==> src/rtl/fi_pkg.sv <==
package fi_pkg;
  typedef enum logic [2:0] {
    ST_IDLE, ST_SELECT, ST_INJECT, ST_TEST, ST_RESTORE, ST_CHECK, ST_DONE
  } fi_state_e;

  localparam logic [1:0] MODE_SEQ   = 2'd0;
  localparam logic [1:0] MODE_ACCUM = 2'd1;
  localparam logic [1:0] MODE_CLEAN = 2'd2;

  localparam logic [1:0] STOP_NEVER = 2'd0;
  localparam logic [1:0] STOP_FAULT = 2'd1;
  localparam logic [1:0] STOP_COUNT = 2'd2;

  localparam logic OP_FLIP    = 1'b0;
  localparam logic OP_RESTORE = 1'b1;
endpackage

==> src/rtl/fi_lfsr32.sv <==
module fi_lfsr32 (
  input  logic        clk,
  input  logic        rst_n,
  input  logic        load,
  input  logic        step,
  input  logic [31:0] seed,
  output logic [31:0] value
);
  localparam logic [31:0] TAPS = 32'h8020_0003;

  logic [31:0] state_q, state_d;

  always_comb begin
    state_d = state_q;
    if (load)
      state_d = (seed == 32'd0) ? 32'd1 : seed;
    else if (step)
      state_d = state_q[0] ? ((state_q >> 1) ^ TAPS) : (state_q >> 1);
  end

  always_ff @(posedge clk or negedge rst_n) begin
    if (!rst_n) state_q <= 32'd1;
    else        state_q <= state_d;
  end

  assign value = state_q;

  a_r4_lfsr_nonzero: assert property (@(posedge clk) disable iff (!rst_n)
    state_q != 32'd0);
endmodule

==> src/rtl/fi_addr_pick.sv <==
module fi_addr_pick #(
  parameter int ADDR_W = 16
) (
  input  logic              use_random,
  input  logic [31:0]       rnd,
  input  logic [ADDR_W-1:0] ptr,
  input  logic [ADDR_W-1:0] lo,
  input  logic [ADDR_W-1:0] hi,
  output logic [ADDR_W-1:0] addr,
  output logic              ok
);
  function automatic logic [ADDR_W-1:0] fill_ones(input logic [ADDR_W-1:0] v);
    logic [ADDR_W-1:0] r;
    r = v;
    for (int s = 1; s < ADDR_W; s = s * 2) r = r | (r >> s);
    return r;
  endfunction

  logic [ADDR_W-1:0] masked;

  always_comb begin
    masked = rnd[ADDR_W-1:0] & fill_ones(hi);
    if (use_random) begin
      addr = masked;
      ok   = (masked >= lo) && (masked <= hi);
    end else begin
      addr = ptr;
      ok   = 1'b1;
    end
  end
endmodule

==> src/rtl/fi_undo_stack.sv <==
module fi_undo_stack #(
  parameter int ADDR_W = 16,
  parameter int DEPTH  = 8
) (
  input  logic              clk,
  input  logic              rst_n,
  input  logic              clear,
  input  logic              push,
  input  logic              pop,
  input  logic [ADDR_W-1:0] din,
  output logic [ADDR_W-1:0] top,
  output logic              full,
  output logic              one_left
);
  localparam int CW = $clog2(DEPTH + 1);
  localparam int PW = (DEPTH > 1) ? $clog2(DEPTH) : 1;

  logic [ADDR_W-1:0] mem [DEPTH];
  logic [CW-1:0]     cnt_q, cnt_d;
  logic [CW-1:0]     top_idx;

  assign top_idx  = cnt_q - CW'(1);
  assign top      = mem[top_idx[PW-1:0]];
  assign full     = (cnt_q == CW'(DEPTH));
  assign one_left = (cnt_q == CW'(1));

  always_comb begin
    cnt_d = cnt_q;
    if (clear)     cnt_d = '0;
    else if (push) cnt_d = cnt_q + CW'(1);
    else if (pop)  cnt_d = cnt_q - CW'(1);
  end

  always_ff @(posedge clk or negedge rst_n) begin
    if (!rst_n) cnt_q <= '0;
    else        cnt_q <= cnt_d;
  end

  always_ff @(posedge clk) begin
    if (push && !clear) mem[cnt_q[PW-1:0]] <= din;
  end

  a_r5_no_push_full: assert property (@(posedge clk) disable iff (!rst_n)
    push |-> !full);
  a_r5_no_pop_empty: assert property (@(posedge clk) disable iff (!rst_n)
    pop |-> cnt_q != '0);
endmodule

==> src/rtl/fi_campaign_seq.sv <==
module fi_campaign_seq
  import fi_pkg::*;
#(
  parameter int ADDR_W    = 16,
  parameter int CNT_W     = 16,
  parameter int LOG_DEPTH = 8
) (
  input  logic              clk,
  input  logic              rst_n,
  input  logic              start,
  input  logic [1:0]        cfg_mode,
  input  logic [ADDR_W-1:0] cfg_lo,
  input  logic [ADDR_W-1:0] cfg_hi,
  input  logic [CNT_W-1:0]  cfg_clean_n,
  input  logic [1:0]        cfg_stop,
  input  logic [CNT_W-1:0]  cfg_flip_limit,
  input  logic [31:0]       cfg_seed,
  input  logic              cfg_multi,
  output logic              rw_req,
  output logic              rw_op,
  output logic [ADDR_W-1:0] rw_addr,
  output logic              rw_multi,
  input  logic              rw_ack,
  input  logic              rw_cfg_err,
  output logic              tst_start,
  input  logic              tst_done,
  input  logic              tst_mismatch,
  output logic              done,
  output logic              stop_fault,
  output logic [CNT_W-1:0]  inj_count
);
  fi_state_e         state_q, state_d;
  logic [ADDR_W-1:0] addr_q, addr_d, ptr_q, ptr_d;
  logic [CNT_W-1:0]  cnt_q, cnt_d, since_q, since_d;
  logic              fault_q, fault_d, busy_q, busy_d;

  logic              lfsr_load, lfsr_step;
  logic [31:0]       lfsr_val;
  logic [ADDR_W-1:0] pick_addr;
  logic              pick_ok;
  logic              stk_clear, stk_push, stk_pop, stk_full, stk_one;
  logic [ADDR_W-1:0] stk_top;

  logic is_seq, is_clean, clean_due, stop_hit;

  assign is_seq    = (cfg_mode == MODE_SEQ);
  assign is_clean  = (cfg_mode == MODE_CLEAN);
  assign clean_due = is_clean && ((since_q >= cfg_clean_n) || stk_full);
  assign stop_hit  = ((cfg_stop == STOP_FAULT) && fault_q) ||
                     ((cfg_stop == STOP_COUNT) && (cnt_q >= cfg_flip_limit)) ||
                     (is_seq && (ptr_q >= cfg_hi));

  fi_lfsr32 u_lfsr (
    .clk(clk), .rst_n(rst_n), .load(lfsr_load), .step(lfsr_step),
    .seed(cfg_seed), .value(lfsr_val)
  );

  fi_addr_pick #(.ADDR_W(ADDR_W)) u_pick (
    .use_random(!is_seq), .rnd(lfsr_val), .ptr(ptr_q),
    .lo(cfg_lo), .hi(cfg_hi), .addr(pick_addr), .ok(pick_ok)
  );

  fi_undo_stack #(.ADDR_W(ADDR_W), .DEPTH(LOG_DEPTH)) u_stack (
    .clk(clk), .rst_n(rst_n), .clear(stk_clear), .push(stk_push),
    .pop(stk_pop), .din(addr_q), .top(stk_top), .full(stk_full),
    .one_left(stk_one)
  );

  always_comb begin
    state_d   = state_q;
    addr_d    = addr_q;
    ptr_d     = ptr_q;
    cnt_d     = cnt_q;
    since_d   = since_q;
    fault_d   = fault_q;
    busy_d    = busy_q;
    lfsr_load = 1'b0;
    lfsr_step = 1'b0;
    stk_clear = 1'b0;
    stk_push  = 1'b0;
    stk_pop   = 1'b0;
    rw_req    = 1'b0;
    rw_op     = OP_FLIP;
    rw_addr   = addr_q;
    rw_multi  = 1'b0;
    tst_start = 1'b0;
    unique case (state_q)
      ST_IDLE, ST_DONE: begin
        if (start) begin
          state_d   = ST_SELECT;
          lfsr_load = 1'b1;
          stk_clear = 1'b1;
          ptr_d     = cfg_lo;
          cnt_d     = '0;
          since_d   = '0;
          fault_d   = 1'b0;
          busy_d    = 1'b0;
        end
      end
      ST_SELECT: begin
        lfsr_step = 1'b1;
        if (pick_ok) begin
          addr_d  = pick_addr;
          state_d = ST_INJECT;
        end
      end
      ST_INJECT: begin
        rw_req   = 1'b1;
        rw_multi = cfg_multi;
        if (rw_ack) begin
          cnt_d   = cnt_q + CNT_W'(1);
          fault_d = fault_q | rw_cfg_err;
          if (is_clean) begin
            stk_push = !stk_full;
            since_d  = since_q + CNT_W'(1);
          end
          state_d = ST_TEST;
        end
      end
      ST_TEST: begin
        if (!busy_q) begin
          tst_start = 1'b1;
          busy_d    = 1'b1;
        end else if (tst_done) begin
          busy_d  = 1'b0;
          fault_d = fault_q | tst_mismatch;
          state_d = (is_seq || clean_due) ? ST_RESTORE : ST_CHECK;
        end
      end
      ST_RESTORE: begin
        rw_req  = 1'b1;
        rw_op   = OP_RESTORE;
        rw_addr = is_seq ? addr_q : stk_top;
        if (rw_ack) begin
          if (is_seq) begin
            state_d = ST_CHECK;
          end else begin
            stk_pop = 1'b1;
            if (stk_one) begin
              since_d = '0;
              state_d = ST_CHECK;
            end
          end
        end
      end
      ST_CHECK: begin
        if (stop_hit) begin
          state_d = ST_DONE;
        end else begin
          state_d = ST_SELECT;
          if (is_seq) ptr_d = ptr_q + ADDR_W'(1);
        end
      end
      default: state_d = ST_IDLE;
    endcase
  end

  always_ff @(posedge clk or negedge rst_n) begin
    if (!rst_n) begin
      state_q <= ST_IDLE;
      addr_q  <= '0;
      ptr_q   <= '0;
      cnt_q   <= '0;
      since_q <= '0;
      fault_q <= 1'b0;
      busy_q  <= 1'b0;
    end else begin
      state_q <= state_d;
      addr_q  <= addr_d;
      ptr_q   <= ptr_d;
      cnt_q   <= cnt_d;
      since_q <= since_d;
      fault_q <= fault_d;
      busy_q  <= busy_d;
    end
  end

  assign done       = (state_q == ST_DONE);
  assign stop_fault = fault_q;
  assign inj_count  = cnt_q;

  a_r8_req_hold: assert property (@(posedge clk) disable iff (!rst_n)
    (rw_req && !rw_ack) |=> (rw_req && $stable(rw_addr) && $stable(rw_op)));
  a_r8_test_apart: assert property (@(posedge clk) disable iff (!rst_n)
    !(tst_start && rw_req));
  a_r4_flip_in_window: assert property (@(posedge clk) disable iff (!rst_n)
    (rw_req && rw_op == OP_FLIP) |-> (rw_addr >= cfg_lo && rw_addr <= cfg_hi));
  a_r4_accum_no_restore: assert property (@(posedge clk) disable iff (!rst_n)
    (rw_req && cfg_mode == MODE_ACCUM) |-> rw_op == OP_FLIP);
  a_r9_multi_only_flip: assert property (@(posedge clk) disable iff (!rst_n)
    rw_multi |-> (rw_req && rw_op == OP_FLIP));
  a_r10_count_step: assert property (@(posedge clk) disable iff (!rst_n)
    (inj_count != $past(inj_count)) |->
      (inj_count == $past(inj_count) + CNT_W'(1) || inj_count == '0));
  a_r10_done_quiet: assert property (@(posedge clk) disable iff (!rst_n)
    done |-> (!rw_req && !tst_start));
endmodule

==> config.mk <==
export PLATFORM = sky130hd
export DESIGN_NAME = fi_campaign_seq
export DESIGN_NICKNAME = d
export VERILOG_FILES = /design/src/rtl/fi_pkg.sv /design/src/rtl/fi_lfsr32.sv /design/src/rtl/fi_addr_pick.sv /design/src/rtl/fi_undo_stack.sv /design/src/rtl/fi_campaign_seq.sv
export SDC_FILE = /design/constraint.sdc
export NUM_CORES = 1
export LEC_CHECK = 0
export CORE_MARGIN = 2
export CORE_UTILIZATION = 54
export CTS_CLUSTER_DIAMETER = 30
export DETAILED_ROUTE_END_ITERATION = 10
export HOLD_SLACK_MARGIN = 0.02
export PLACE_DENSITY_LB_ADDON = 0.3
export SYNTH_ARGS = -nofsm -noshare
export SYNTH_HDL_FRONTEND = slang
export SYNTH_SLANG_ARGS = --single-unit
==> constraint.sdc <==
create_clock -name clk -period 6.85 [get_ports clk]
set_clock_uncertainty 0.1 [all_clocks]
set_input_delay 2.055 -clock clk [delete_from_list [all_inputs] [get_ports clk]]
set_output_delay 2.055 -clock clk [all_outputs]
set_load 0.01 [all_outputs]
==> results of run 1 <==
kinds of logic (layout without fill, tap and decap cells):
family                   count (synthesis)  after routing  share of synthesized area
AO/OA/AOI/OAI                          235            235                      0.114
buffers and inverters                  122            310                     0.0369
AND/OR/NAND/NOR                        359            359                      0.133
adder cells (fa/ha/maj)                 85             85                     0.0841
other                                    0              2                          0
flip-flops                             233            233                      0.512
multiplexers                            83             83                      0.101
XOR/XNOR                                28             28                     0.0194
critical path, delay by kind of cell:
| kind | cells | cell delay, ns |
|---|---|---|
| AND/OR/NAND/NOR | 3 | 0.26 |
| AO/OA/AOI/OAI | 1 | 0.16 |
| buffers and inverters | 3 | 1.49 |
per-stage QoR:
step                      instance area, µm²  instances
after CTS                              15800       1646
after floorplan                        12600       1145
after global routing                   15800       1647
final                                  15800       1648
after global placement                 14500       1570
after detailed placement               14500       1570
cell type report:
cell class                 instances  area [µm²]
timing repair buffer             161        1570
clock buffer                      51        1100
fill                            1671        6970
sequential                       233        6470
antenna                            2        5.00
tap                              313         392
clock inverter                    25         235
multi-input combinational        790        5760
inverter                          73         274
synth_stat cells (28+ instances only):
library cell | number | share of area
nor2_1 | 123 | 0.037
nand3_1 | 28 | 0.011
ha_1 | 85 | 0.084
a21oi_1 | 85 | 0.034
nand2_1 | 100 | 0.030
mux2_2 | 31 | 0.028
inv_1 | 73 | 0.022
o21ai_0 | 61 | 0.024
mux4_2 | 32 | 0.057
dfrtp_1 | 104 | 0.21
edfxtp_1 | 128 | 0.30
clkbuf_1 | 43 | 0.013
metal layers:
| layer | track usage | part of all wire | vias to the layer above |
|---|---|---|---|
| met3 | 0.0482 | 0.059 | 56 |
| met1 | 0.333 | 0.42 | 4697 |
| li1 | - | - | 4532 |
| met5 | 0 | 0 | - |
| met2 | 0.438 | 0.49 | 313 |
| met4 | 0.0869 | 0.024 | 0 |
where the power goes:
| group | leakage, nW | total [mW] | switching [mW] | internal, mW |
|---|---|---|---|---|
| sequential | 2.46 | 2.20 | 0.362 | 1.84 |
| clock | 0.660 | 1.94 | 0.729 | 1.21 |
| combinational | 3.36 | 2.29 | 1.21 | 1.08 |
| total | 6.48 | 6.43 | 2.30 | 4.13 |
state kept, by name, summed over array words and instances, names as in the netlist:
| signal | count |
|---|---|
| stop_fault | 1 |
| inj_count | 16 |
| addr_q | 16 |
| busy_q | 1 |
| since_q | 16 |
| ptr_q | 16 |
| state_q | 3 |
| u_lfsr.value | 32 |
| u_stack.cnt_q | 4 |
| u_stack.mem | 128 |
path summary, 6_finish.rpt:
kind                             startpoint                to  slack, ns  cells after the start
setup / recovery                cfg_mode[0]        rw_addr[4]       0.70                      7
hold / removal             u_lfsr.value[27]  u_lfsr.value[27]       0.42                      2
setup reg to reg                   ptr_q[0]          ptr_q[5]       3.31                      9
hold reg to reg            u_lfsr.value[27]  u_lfsr.value[27]       0.42                      2
max in group asynchronous             rst_n          ptr_q[2]       4.00                      2
min in group asynchronous             rst_n      inj_count[9]       1.45                      1
==> results.py, run 1 <==
metrics = {
    "sta": {
        "grt_setup_unrepaired": "no",
        "fin_crit_ns": 6.15,
        "whs_ns": 0.423,
        "hold_viol": 0,
        "max_freq_mhz": 163,
        "slew_violations": 0,
        "fin_setup_tns_ns": 0,
        "worst_pin_slew_ns": 1.17,
        "slew_headroom": 0.220,
        "finalWorstSetupSlack_ns": 0.702,
        "setup_viol_count_final": 0,
        "post-route-period-util": 0.897,
    },
    "final_layout": {
        "layout-drive-gt1-share": 0.133,
        "most-common-layout-cells": "144 x clkdlybuf4s50_1, 128 x edfxtp_1, 120 x nor2_1",
        "layout_commonest_cell": "clkdlybuf4s50_1",
        "post-route-util": 0.694,
        "fin_nets": 1493,
        "synthToLayoutAreaGrowth_pct": 25.1,
    },
    "synthesis": {
        "synth-edff-count": 128,
        "ys_warn_count": 0,
        "synthesis.nets": 1338,
        "synth.distinct_cells": 65,
        "synthArstFlopShare": 0.451,
        "ys_seq_elements": 233,
        "synth_flop_cell": "edfxtp_1",
        "seq_area_frac_synth": 0.512,
        "synth.cell_area_um2": 12600,
        "syn_avg_cell_area_um2": 11.0,
        "syn-instance-count": 1145,
    },
    "power_and_ir_drop": {
        "finalPower_mw": 6.43,
        "leakagePower_nw": 6.48,
        "ir_drop_mv": 0.192,
        "power.density_nw_per_um2": 406,
    },
    "clock_network": {
        "cts_setup_buffers": 0,
        "clk_pin_slew_worst_paths_ns": 0.05,
        "cts_tree": "built",
        "htreeDepth": 2,
        "cts-root-buf": "clkbuf_16",
        "cts_buffers": 41,
        "cts_sinks": 233,
        "cts_buffer_depth": 3,
        "postCtsHoldBufs": 0,
        "cts_resized": 0,
        "clk_latency_ns": 0.53,
    },
    "critical_path": {
        "path_class": "in -> out",
        "crit_required_ns": 4.70,
        "crit_chain": "clkdlybuf4s50_1, nor2_2, nor3_2, buf_4, nor2_1, a21oi_1, clkdlybuf4s50_1",
        "critical_path.max_stage_delay_ns": 0.57,
        "critPathCaptureType": "output pin",
        "critPathArrivalTime_ns": 3.99,
        "worstSetupStartpointType": "input port",
        "path_max_fanout": 35,
        "crit_top_cell": "clkdlybuf4s50_1",
        "crit_slowest_cell": "clkdlybuf4s50_1",
    },
    "grt": {
        "grt_max_degree": 60,
        "antenna_found_initial": 2,
        "grt_pass1_wl_um": 49500,
        "grt_use_total": 0.257,
        "grt_pass1_vias": 9651,
        "grt_overflow": 0,
    },
    "floorplan": {
        "die_h_um": 157,
        "start_util": 0.555,
        "core_um2": 22800,
        "dieArea_um2": 24600,
        "rows": 55,
        "ios": 146,
        "dieWidth_um": 157,
    },
    "placed_design": {
        "dp_hpwl_um": 21100,
        "routabilityCongestion": 0.921,
        "pre_cts_ws_ns": 0.551,
        "portBuffers": 145,
    },
    "route": {
        "drcViolationCount": 0,
        "dr.pass1.iters": 5,
        "wirelength_um": 30900,
        "antenna_left": 0,
        "vias": 9598,
        "via_per_inst": 5.82,
        "routedWlPerCell_um": 18.8,
        "drt_iter0_drc": 618,
    },
    "status": {
        "outcome": "complete, no violations",
    },
    "job": {
        "cap_viol_max_count": 0,
    },
    "worst_hold_path": {
        "min_path_type": "reg -> reg",
    },
}
No activity file was read; power rests on OpenSTA's default activity.
==> run 2, diff against run 1 <==
Settings changed: CORE_ASPECT_RATIO set to 0.6.
==> results.py, run 2 (synthesis results as in run 1) <==
metrics = {
    "status": {
        "outcome": "complete, no violations",
    },
    "floorplan": {
        "dieWidth_um": 202,
        "rows": 43,
        "core_um2": 23000,
        "start_util": 0.549,
        "die_h_um": 123,
        "dieArea_um2": 24700,
        "ios": 146,
    },
    "route": {
        "wl_met2_um": 14400,
        "top_layer_used": "met4",
        "via_per_inst": 5.90,
        "drcViolationCount": 0,
        "vias": 9640,
        "drt_iter0_drc": 793,
        "antenna_left": 0,
        "routedWlPerCell_um": 19.7,
        "wirelength_um": 32200,
        "dr.pass1.iters": 8,
        "dr_wl_met3_um": 2380,
        "drt-met1-wl_um": 15200,
    },
    "clock_network": {
        "cts-root-buf": "clkbuf_16",
        "cts_buffer_depth": 3,
        "cts_sinks": 233,
        "cts_buffers": 36,
        "postCtsHoldBufs": 0,
        "clk_latency_ns": 0.52,
        "cts_setup_buffers": 0,
        "clk_pin_slew_worst_paths_ns": 0.04,
        "cts_resized": 0,
        "htreeDepth": 2,
        "cts_tree": "built",
    },
    "sta": {
        "max_freq_mhz": 162,
        "hold_viol": 0,
        "slew_headroom": 0.195,
        "fin_crit_ns": 6.19,
        "worst_pin_slew_ns": 1.20,
        "grt_setup_unrepaired": "no",
        "slew_violations": 0,
        "finalWorstSetupSlack_ns": 0.660,
        "whs_ns": 0.428,
        "post-route-period-util": 0.904,
        "setup_viol_count_final": 0,
        "fin_setup_tns_ns": 0,
    },
    "power_and_ir_drop": {
        "ir_drop_mv": 0.276,
        "p_switching_mw": 2.27,
        "pwr-share-comb": 0.371,
        "intPower_mw": 4.03,
        "swShare": 0.361,
        "leakagePower_nw": 6.38,
        "p_clk_frac": 0.281,
        "p_seq_frac": 0.348,
        "power.density_nw_per_um2": 403,
        "finalPower_mw": 6.30,
    },
    "final_layout": {
        "post-route-util": 0.680,
        "multiInputGateArea_um2": 5780,
        "most-common-layout-cells": "144 x clkdlybuf4s50_1, 128 x edfxtp_1, 120 x nor2_1",
        "stdcell_area_um2": 15600,
        "largest_reg_flops": 128,
        "register_area_um2": 6470,
        "fin_cells": 1635,
        "fin_nets": 1486,
        "synthToLayoutAreaGrowth_pct": 23.8,
        "layout-drive-gt1-share": 0.126,
        "num-fill-cells": 1772,
        "layout_commonest_cell": "clkdlybuf4s50_1",
    },
    "placed_design": {
        "placed_cells": 1570,
        "dp_hpwl_um": 22600,
        "portBuffers": 145,
        "pre_cts_ws_ns": 0.469,
        "dpl_cell_area_um2": 14500,
        "routabilityCongestion": 0.891,
    },
    "worst_hold_path": {
        "min_path_type": "reg -> reg",
    },
    "grt": {
        "grt_use_total": 0.269,
        "grt_pass1_vias": 9443,
        "grt_pass1_wl_um": 51800,
        "antenna_found_initial": 0,
        "grt_overflow": 0,
        "grt_max_degree": 60,
    },
    "job": {
        "cap_viol_max_count": 0,
    },
    "critical_path": {
        "worstSetupStartpointType": "input port",
        "critPathArrivalTime_ns": 4.04,
        "critPathCaptureType": "output pin",
        "path_class": "in -> out",
        "path_max_fanout": 35,
        "crit_required_ns": 4.70,
    },
}
-- run 2: per-layer routing --
layer,track usage,up-vias
met4,0.0565,0
met3,0.0558,31
met1,0.406,4756
met5,0,-
li1,-,4516
met2,0.404,337
-- run 2: worst paths after layout --
kind / from / endpoint / slack [ns] / cells after the start
hold reg to reg: u_lfsr.value[27] / u_lfsr.value[27] / 0.43 / 2
setup reg to reg: ptr_q[0] / ptr_q[4] / 3.00 / 9
max in group asynchronous: rst_n / inj_count[1] / 3.95 / 2
min in group asynchronous: rst_n / ptr_q[1] / 1.45 / 1
setup / recovery: cfg_mode[1] / rw_addr[12] / 0.66 / 7
hold / removal: u_lfsr.value[27] / u_lfsr.value[27] / 0.43 / 2
-- run 2: final cells by class --
type	instances	area share
Sequential cell	233	0.414
Multi-Input combinational cell	790	0.369
Timing Repair Buffer	159	0.0993
Clock buffer	43	0.0612
Tap cell	315	0.0252
Inverter	73	0.0175
Clock inverter	21	0.0137
Antenna cell	1	0.000160
-- run 2: worst max-delay path, stage by stage --
cell and delay, ns:
clkdlybuf4s50_1 0.56, nor2_2 0.08, nor3_2 0.11, buf_4 0.38, nor2_1 0.07, a21oi_1 0.16, clkdlybuf4s50_1 0.60
-- run 2: power by group through the flow --
stage / registers, mW / logic [mW] / clock network (mW)
after floorplan: 2.05 / 1.66 / 0
final: 2.19 / 2.34 / 1.77
after global placement: 2.20 / 2.25 / 0
after detailed placement: 2.21 / 2.32 / 0
after global routing: 2.24 / 2.60 / 1.85
after CTS: 2.19 / 2.34 / 1.79
